**src/rtl/fr_pkg.sv**
```systemverilog
package fr_pkg;

    localparam int FR_ADDR_W = 32;

    typedef enum logic [1:0] {
        CMD_IDLE  = 2'd0,
        CMD_FETCH = 2'd1,
        CMD_LOAD  = 2'd2,
        CMD_STORE = 2'd3
    } mem_cmd_e;

    typedef struct packed {
        logic                 valid;
        logic                 write;
        logic [FR_ADDR_W-1:0] addr;
    } data_req_t;

    typedef struct packed {
        logic                 valid;
        logic                 jump;
        logic                 branch;
        logic                 taken;
        logic [FR_ADDR_W-1:0] target;
    } ex_outcome_t;

    // A live jump, or a live branch whose comparison succeeded, redirects.
    function automatic logic wants_redirect(ex_outcome_t ex);
        return ex.valid && (ex.jump || (ex.branch && ex.taken));
    endfunction

    function automatic mem_cmd_e data_cmd(data_req_t dr);
        return dr.write ? CMD_STORE : CMD_LOAD;
    endfunction

endpackage

```
**src/rtl/fr_redirect_unit.sv**
```systemverilog
module fr_redirect_unit
    import fr_pkg::*;
(
    input  logic                 clk,
    input  logic                 rst,
    input  ex_outcome_t          ex,
    output logic                 redirect,
    output logic [FR_ADDR_W-1:0] target,
    output logic                 flush_fd,
    output logic                 flush_de
);

    always_comb begin
        redirect = wants_redirect(ex);
        target   = ex.target;
        flush_fd = redirect;
        flush_de = redirect;
    end

    AST_KIND_EXCLUSIVE: assert property (@(posedge clk) disable iff (rst)
        ex.valid |-> $onehot0({ex.jump, ex.branch}));

    AST_JUMP_FLUSHES: assert property (@(posedge clk) disable iff (rst)
        (ex.valid && ex.jump) |-> (flush_fd && flush_de));

    AST_NOT_TAKEN_QUIET: assert property (@(posedge clk) disable iff (rst)
        (ex.valid && ex.branch && !ex.taken) |-> (!flush_fd && !flush_de));

    AST_IDLE_EX_QUIET: assert property (@(posedge clk) disable iff (rst)
        !ex.valid |-> (!flush_fd && !flush_de));

endmodule

```
**src/rtl/fr_port_arbiter.sv**
```systemverilog
module fr_port_arbiter
    import fr_pkg::*;
(
    input  logic                 clk,
    input  logic                 rst,
    input  data_req_t            dreq,
    input  logic                 fetch_wanted,
    input  logic [FR_ADDR_W-1:0] pc,
    output mem_cmd_e             cmd,
    output logic [FR_ADDR_W-1:0] addr,
    output logic                 fetch_go
);

    always_comb begin
        fetch_go = 1'b0;
        cmd      = CMD_IDLE;
        addr     = pc;
        if (dreq.valid) begin
            cmd  = data_cmd(dreq);
            addr = dreq.addr;
        end else if (fetch_wanted) begin
            fetch_go = 1'b1;
            cmd      = CMD_FETCH;
        end
    end

    AST_DATA_OWNS_PORT: assert property (@(posedge clk) disable iff (rst)
        dreq.valid |-> (!fetch_go && addr == dreq.addr));

    AST_FETCH_AT_PC: assert property (@(posedge clk) disable iff (rst)
        fetch_go |-> (addr == pc && !dreq.valid));

endmodule

```
**src/rtl/fr_pc_unit.sv**
```systemverilog
module fr_pc_unit
    import fr_pkg::*;
#(
    parameter logic [FR_ADDR_W-1:0] BOOT_ADDR = '0,
    parameter int unsigned          PC_STEP   = 4
) (
    input  logic                 clk,
    input  logic                 rst,
    input  logic                 redirect,
    input  logic [FR_ADDR_W-1:0] target,
    input  logic                 fetch_go,
    output logic [FR_ADDR_W-1:0] pc_q,
    output logic [FR_ADDR_W-1:0] pc_d
);

    localparam logic [FR_ADDR_W-1:0] STEP = FR_ADDR_W'(PC_STEP);

    always_comb begin
        if (redirect)      pc_d = target;
        else if (fetch_go) pc_d = pc_q + STEP;
        else               pc_d = pc_q;
    end

    always_ff @(posedge clk) begin
        if (rst) pc_q <= BOOT_ADDR;
        else     pc_q <= pc_d;
    end

    AST_PC_HOLDS: assert property (@(posedge clk) disable iff (rst)
        (!redirect && !fetch_go) |=> $stable(pc_q));

    AST_PC_TAKES_TARGET: assert property (@(posedge clk) disable iff (rst)
        redirect |=> (pc_q == $past(target)));

    AST_PC_STEPS: assert property (@(posedge clk) disable iff (rst)
        (fetch_go && !redirect) |=> (pc_q == $past(pc_q) + STEP));

endmodule

```
**src/rtl/fr_fd_tracker.sv**
```systemverilog
module fr_fd_tracker
    import fr_pkg::*;
(
    input  logic                 clk,
    input  logic                 rst,
    input  logic                 redirect,
    input  logic                 stall,
    input  logic                 fetch_go,
    input  logic [FR_ADDR_W-1:0] pc,
    output logic                 fd_valid,
    output logic [FR_ADDR_W-1:0] fd_pc
);

    always_ff @(posedge clk) begin
        if (rst) begin
            fd_valid <= 1'b0;
            fd_pc    <= '0;
        end else if (redirect) begin
            fd_valid <= 1'b0;
        end else if (!stall) begin
            fd_valid <= fetch_go;
            if (fetch_go) fd_pc <= pc;
        end
    end

    AST_FD_KILLED: assert property (@(posedge clk) disable iff (rst)
        redirect |=> !fd_valid);

    AST_FD_FROZEN: assert property (@(posedge clk) disable iff (rst)
        (stall && !redirect) |=> ($stable(fd_valid) && $stable(fd_pc)));

    AST_FD_BUBBLE: assert property (@(posedge clk) disable iff (rst)
        (!stall && !fetch_go) |=> !fd_valid);

endmodule

```
**src/rtl/fetch_redirect_ctrl.sv**
```systemverilog
module fetch_redirect_ctrl
    import fr_pkg::*;
#(
    parameter logic [FR_ADDR_W-1:0] BOOT_ADDR = 32'h0000_1000,
    parameter int unsigned          PC_STEP   = 4
) (
    input  logic                 clk,
    input  logic                 rst,
    input  logic                 dreq_valid,
    input  logic                 dreq_write,
    input  logic [FR_ADDR_W-1:0] dreq_addr,
    input  logic                 ex_valid,
    input  logic                 ex_jump,
    input  logic                 ex_branch,
    input  logic                 ex_taken,
    input  logic [FR_ADDR_W-1:0] ex_target,
    input  logic                 dec_stall,
    output logic [1:0]           mem_cmd,
    output logic [FR_ADDR_W-1:0] mem_addr,
    output logic [FR_ADDR_W-1:0] pc_q,
    output logic [FR_ADDR_W-1:0] pc_next,
    output logic                 fetch_fire,
    output logic                 fd_valid,
    output logic [FR_ADDR_W-1:0] fd_pc,
    output logic                 flush_fd,
    output logic                 flush_de
);

    data_req_t            dreq;
    ex_outcome_t          ex;
    logic                 redirect;
    logic [FR_ADDR_W-1:0] target;
    logic                 fetch_wanted;
    logic                 fetch_go;
    mem_cmd_e             cmd;

    always_comb begin
        dreq.valid   = dreq_valid;
        dreq.write   = dreq_write;
        dreq.addr    = dreq_addr;
        ex.valid     = ex_valid;
        ex.jump      = ex_jump;
        ex.branch    = ex_branch;
        ex.taken     = ex_taken;
        ex.target    = ex_target;
        // Wrong-path fetches are pointless in a redirect cycle.
        fetch_wanted = !redirect && !dec_stall;
        mem_cmd      = cmd;
        fetch_fire   = fetch_go;
    end

    fr_redirect_unit u_redirect (
        .clk      (clk),
        .rst      (rst),
        .ex       (ex),
        .redirect (redirect),
        .target   (target),
        .flush_fd (flush_fd),
        .flush_de (flush_de)
    );

    fr_port_arbiter u_arbiter (
        .clk          (clk),
        .rst          (rst),
        .dreq         (dreq),
        .fetch_wanted (fetch_wanted),
        .pc           (pc_q),
        .cmd          (cmd),
        .addr         (mem_addr),
        .fetch_go     (fetch_go)
    );

    fr_pc_unit #(
        .BOOT_ADDR (BOOT_ADDR),
        .PC_STEP   (PC_STEP)
    ) u_pc (
        .clk      (clk),
        .rst      (rst),
        .redirect (redirect),
        .target   (target),
        .fetch_go (fetch_go),
        .pc_q     (pc_q),
        .pc_d     (pc_next)
    );

    fr_fd_tracker u_fd (
        .clk      (clk),
        .rst      (rst),
        .redirect (redirect),
        .stall    (dec_stall),
        .fetch_go (fetch_go),
        .pc       (pc_q),
        .fd_valid (fd_valid),
        .fd_pc    (fd_pc)
    );

    AST_NO_FETCH_ON_REDIRECT: assert property (@(posedge clk) disable iff (rst)
        flush_fd |-> !fetch_fire);

    AST_STALL_NO_FETCH: assert property (@(posedge clk) disable iff (rst)
        dec_stall |-> !fetch_fire);

    AST_NEXT_MATCHES: assert property (@(posedge clk) disable iff (rst)
        1'b1 |=> (pc_q == $past(pc_next)));

    AST_RESET_STATE: assert property (@(posedge clk)
        rst |=> (pc_q == BOOT_ADDR && !fd_valid));

endmodule

```
**config.mk**
```make
export PLATFORM = sky130hd
export DESIGN_NAME = fetch_redirect_ctrl
export DESIGN_NICKNAME = d
export VERILOG_FILES = /design/src/rtl/fr_pkg.sv /design/src/rtl/fr_redirect_unit.sv /design/src/rtl/fr_port_arbiter.sv /design/src/rtl/fr_pc_unit.sv /design/src/rtl/fr_fd_tracker.sv /design/src/rtl/fetch_redirect_ctrl.sv
export SDC_FILE = /design/constraint.sdc
export NUM_CORES = 1
export LEC_CHECK = 0
export ABC_AREA = 1
export BUFFER_PORTS_ARGS = -buffer_cell sky130_fd_sc_hd__buf_2
export CAP_MARGIN = 10
export CORE_MARGIN = 2
export CORE_UTILIZATION = 41
export CTS_BUF_LIST = sky130_fd_sc_hd__clkbuf_16
export DETAILED_ROUTE_END_ITERATION = 10
export PLACE_DENSITY = 0.84
export SYNTH_ARGS = -nofsm -noshare
export SYNTH_HDL_FRONTEND = slang
export SYNTH_SLANG_ARGS = --single-unit
```
**constraint.sdc**
```tcl
create_clock -name clk -period 1.85 [get_ports clk]
set_input_delay 0.37 -clock clk [delete_from_list [all_inputs] [get_ports clk]]
set_output_delay 0.37 -clock clk [all_outputs]
set_load 0.05 [all_outputs]
```
==> results.sh <==
export IMPL_maxCapViolCount=0
export IMPL_hold_path_class="input port to register"
export IMPL_place_hpwl_um=10510
export IMPL_finalMaxSlewViolations=0
export IMPL_worst_pin_slew_ns=0.4784
export IMPL_slew_headroom=0.6811
export IMPL_critPathKind="register to output port"
export IMPL_max_freq_ghz=0.4365
export IMPL_clk_pin_slew_ns=0.06
export IMPL_vias_per_cell=5.339
export IMPL_cts_hold_buf=0
export IMPL_worstSetupStartpointType="register"
export IMPL_layout_common_cells="170 x buf_2, 124 x nand2_1, 105 x buf_4"
export IMPL_min_period_over_period=1.238
export IMPL_clkLatencyLatePin_ns=0.33
export IMPL_synth_ff_type="dfxtp_1"
export IMPL_cts_tree="built"
export IMPL_hold_violations=0
export IMPL_die_x_um=99.44
export IMPL_rsz0062_at_grt="yes"
export IMPL_overflow=0
export IMPL_p_clk_frac=0.314
export IMPL_yosys_top_cells_area="dfxtp_1 35%, nand2_1 17%, o21ai_0 8.7%"
export IMPL_antenna_found_initial=2
export IMPL_p_sw_mw=2.068
export IMPL_core_sq_mm=0.008763
export IMPL_design_area_sq_mm=0.007013
export IMPL_wl_per_cell_um=16.82
export IMPL_drc_errors=0
export IMPL_drt_iter0_drc=306
export IMPL_synth_async_reset_ratio=0
export IMPL_setup_ws_ns=-0.4408
export IMPL_dpl_cell_area_sq_mm=0.005801
export IMPL_wl_um=16940
export IMPL_die_h_um=99.44
export IMPL_cts_buffers=9
export IMPL_io_pins=207
export IMPL_clock_sinks=65
export IMPL_total_power_mw=5.248
export IMPL_num_nets_final=966
export IMPL_start_util=0.4262
export IMPL_violations="negative setup slack"
export IMPL_p_seq_frac=0.299
export IMPL_cts_root_buf="clkbuf_16"
export IMPL_synth_avg_cell_area_sq_um=6.363
export IMPL_ys_types=33
export IMPL_crit_arrival_ns=1.92
export IMPL_cp_max_fo=6
export IMPL_outcome="finished with violations"
export IMPL_setup_violations_final=31
export IMPL_grt_pass1_vias=5068
export IMPL_placedCellCount=961
export IMPL_area_growth_pct=87.77
export IMPL_synth_cells=587
export IMPL_postRouteAntennaNets=0
export IMPL_power_frac_comb=0.387
export IMPL_synth_top_area_frac=0.3484
export IMPL_synth_edff_count=0
export IMPL_timing_hold_ws_ns=0.2954
export IMPL_ir_drop_mv=0.4921
export IMPL_p_int_mw=3.180
export IMPL_io_buffer_count=206
export IMPL_instances_no_fill=1007
export IMPL_dr_pass1_iters=5
export IMPL_end_kind="output port"
export IMPL_grt_max_degree=67
export IMPL_register_area_sq_mm=0.001374
export IMPL_final_min_clock_period_ns=2.291
export IMPL_final_common_cell="buf_2"
export IMPL_synth_top_area_cell="dfxtp_1"
export IMPL_syn_area_sq_mm=0.003735
export IMPL_swShare=0.3940
export IMPL_multi_input_area_sq_mm=0.002630
export IMPL_cts_buffer_depth=2
export IMPL_synth_warnings=0
export IMPL_fillers=564
export IMPL_grt_pass1_wl_um=24510
export IMPL_die_area_sq_mm=0.009888
export IMPL_syn_num_nets=661
export IMPL_power_density_mw_per_mm2=748.3
export IMPL_drive_above_1_share=0.5730
export IMPL_synth_seq_cells=65
export IMPL_gr_usage_all_layers=0.3092
export IMPL_leakagePower_nw=3.467
export IMPL_place_gp_congestion=0.9317
export IMPL_cts_htree_levels=3
export IMPL_rows=34
export IMPL_critPathRequiredTime_ns=1.48
export IMPL_vias=5376
export IMPL_yosysSeqAreaShare=0.3484
export IMPL_fin_skew_ns=0.007645
stage by stage:
stage / util / TNS (ns) / setup slack [ns]
after global placement: 0.6619 / -9.128 / -0.2855
after detailed placement: 0.6619 / -11.14 / -0.3348
after global routing: 0.8003 / -12.37 / -0.5137
after CTS: 0.7604 / -9.125 / -0.4127
after floorplan: - / -1.011 / -0.1360
final: 0.8003 / -9.952 / -0.4408
sequential cells by signal (all words and copies together) (netlist names):
name           cells
u_fd.fd_pc        32
u_fd.fd_valid      1
u_pc.pc_q         32
layout make-up:
class                      instances  share of cell area
timing repair buffer             325              0.3322
tap                              108             0.01927
sequential                        65              0.1959
multi-input combinational        427              0.3750
clock buffer                       9             0.03211
inverter                          64             0.03622
clock inverter                     7            0.008564
antenna                            2           0.0007136
path summary, 6_finish.rpt:
check / cells after the start / end / from / slack, ns
max: 11 / pc_next[14] / u_pc.pc_q[3] / -0.44
min: 3 / u_pc.pc_q[8] / ex_target[8] / 0.30
max reg2reg: 14 / u_pc.pc_q[9] / u_pc.pc_q[3] / -0.05
min reg2reg: 2 / u_fd.fd_pc[2] / u_fd.fd_pc[2] / 0.49
critical path, stage by stage, from the launching register on:
cell and delay [ns]:
dfxtp_4 0.37, ha_4 0.16, nand3_4 0.07, nor2_4 0.12, nand2_4 0.11, nor2_4 0.20
nand2_1 0.09, nand2_1 0.07, a21o_1 0.14, nand2_2 0.07, inv_2 0.06, buf_8 0.14
metal layers:
layer | track usage | vias up | wire length, um
li1 | - | 2522 | -
met1 | 0.3594 | 2468 | 6393
met2 | 0.5468 | 302 | 8330
met3 | 0.05481 | 84 | 1235
met4 | 0.1507 | 0 | 980
met5 | 0 | - | 0
Yosys cell counts, types with 5 or more instances:
master,n
a21oi_1,46
nand2_1,167
nand4_1,9
nand3_1,38
clkbuf_1,13
dfxtp_1,65
o21ai_0,65
nor2_2,6
xor2_1,8
nor2_1,44
a211oi_1,5
inv_1,63
o21ai_1,5
buf_2,14
repair_timing:
item,in CTS,in global routing
buffers inserted,21,9
endpoints found under the setup margin,67,46
pin swaps,34,31
cloned,1,1
hold endpoints to repair,0,0
resized for setup,127,73
logic make-up (layout without fill, tap and decap cells):
logic type	after synthesis	count (layout)	synth area share
other cells	0	2	0
simple gates	288	289	0.3400
fa+ha+maj	1	1	0.003350
flops	65	65	0.3484
xor+xnor	8	8	0.01876
buf+inv	96	405	0.1072
compound gates	129	129	0.1822
power by group through the flow:
stage | Sequential [mW] | Clock (mW) | Combinational, mW
6_report | 1.57 | 1.65 | 2.03
5_1_grt | 1.58 | 1.73 | 2.12
4_1_cts | 1.56 | 1.66 | 1.90
3_5_place_dp | 1.58 | 0 | 1.70
3_3_place_gp | 1.58 | 0 | 1.68
2_1_floorplan | 1.89 | 0 | 0.889
Power figures use the tool's default switching activity.
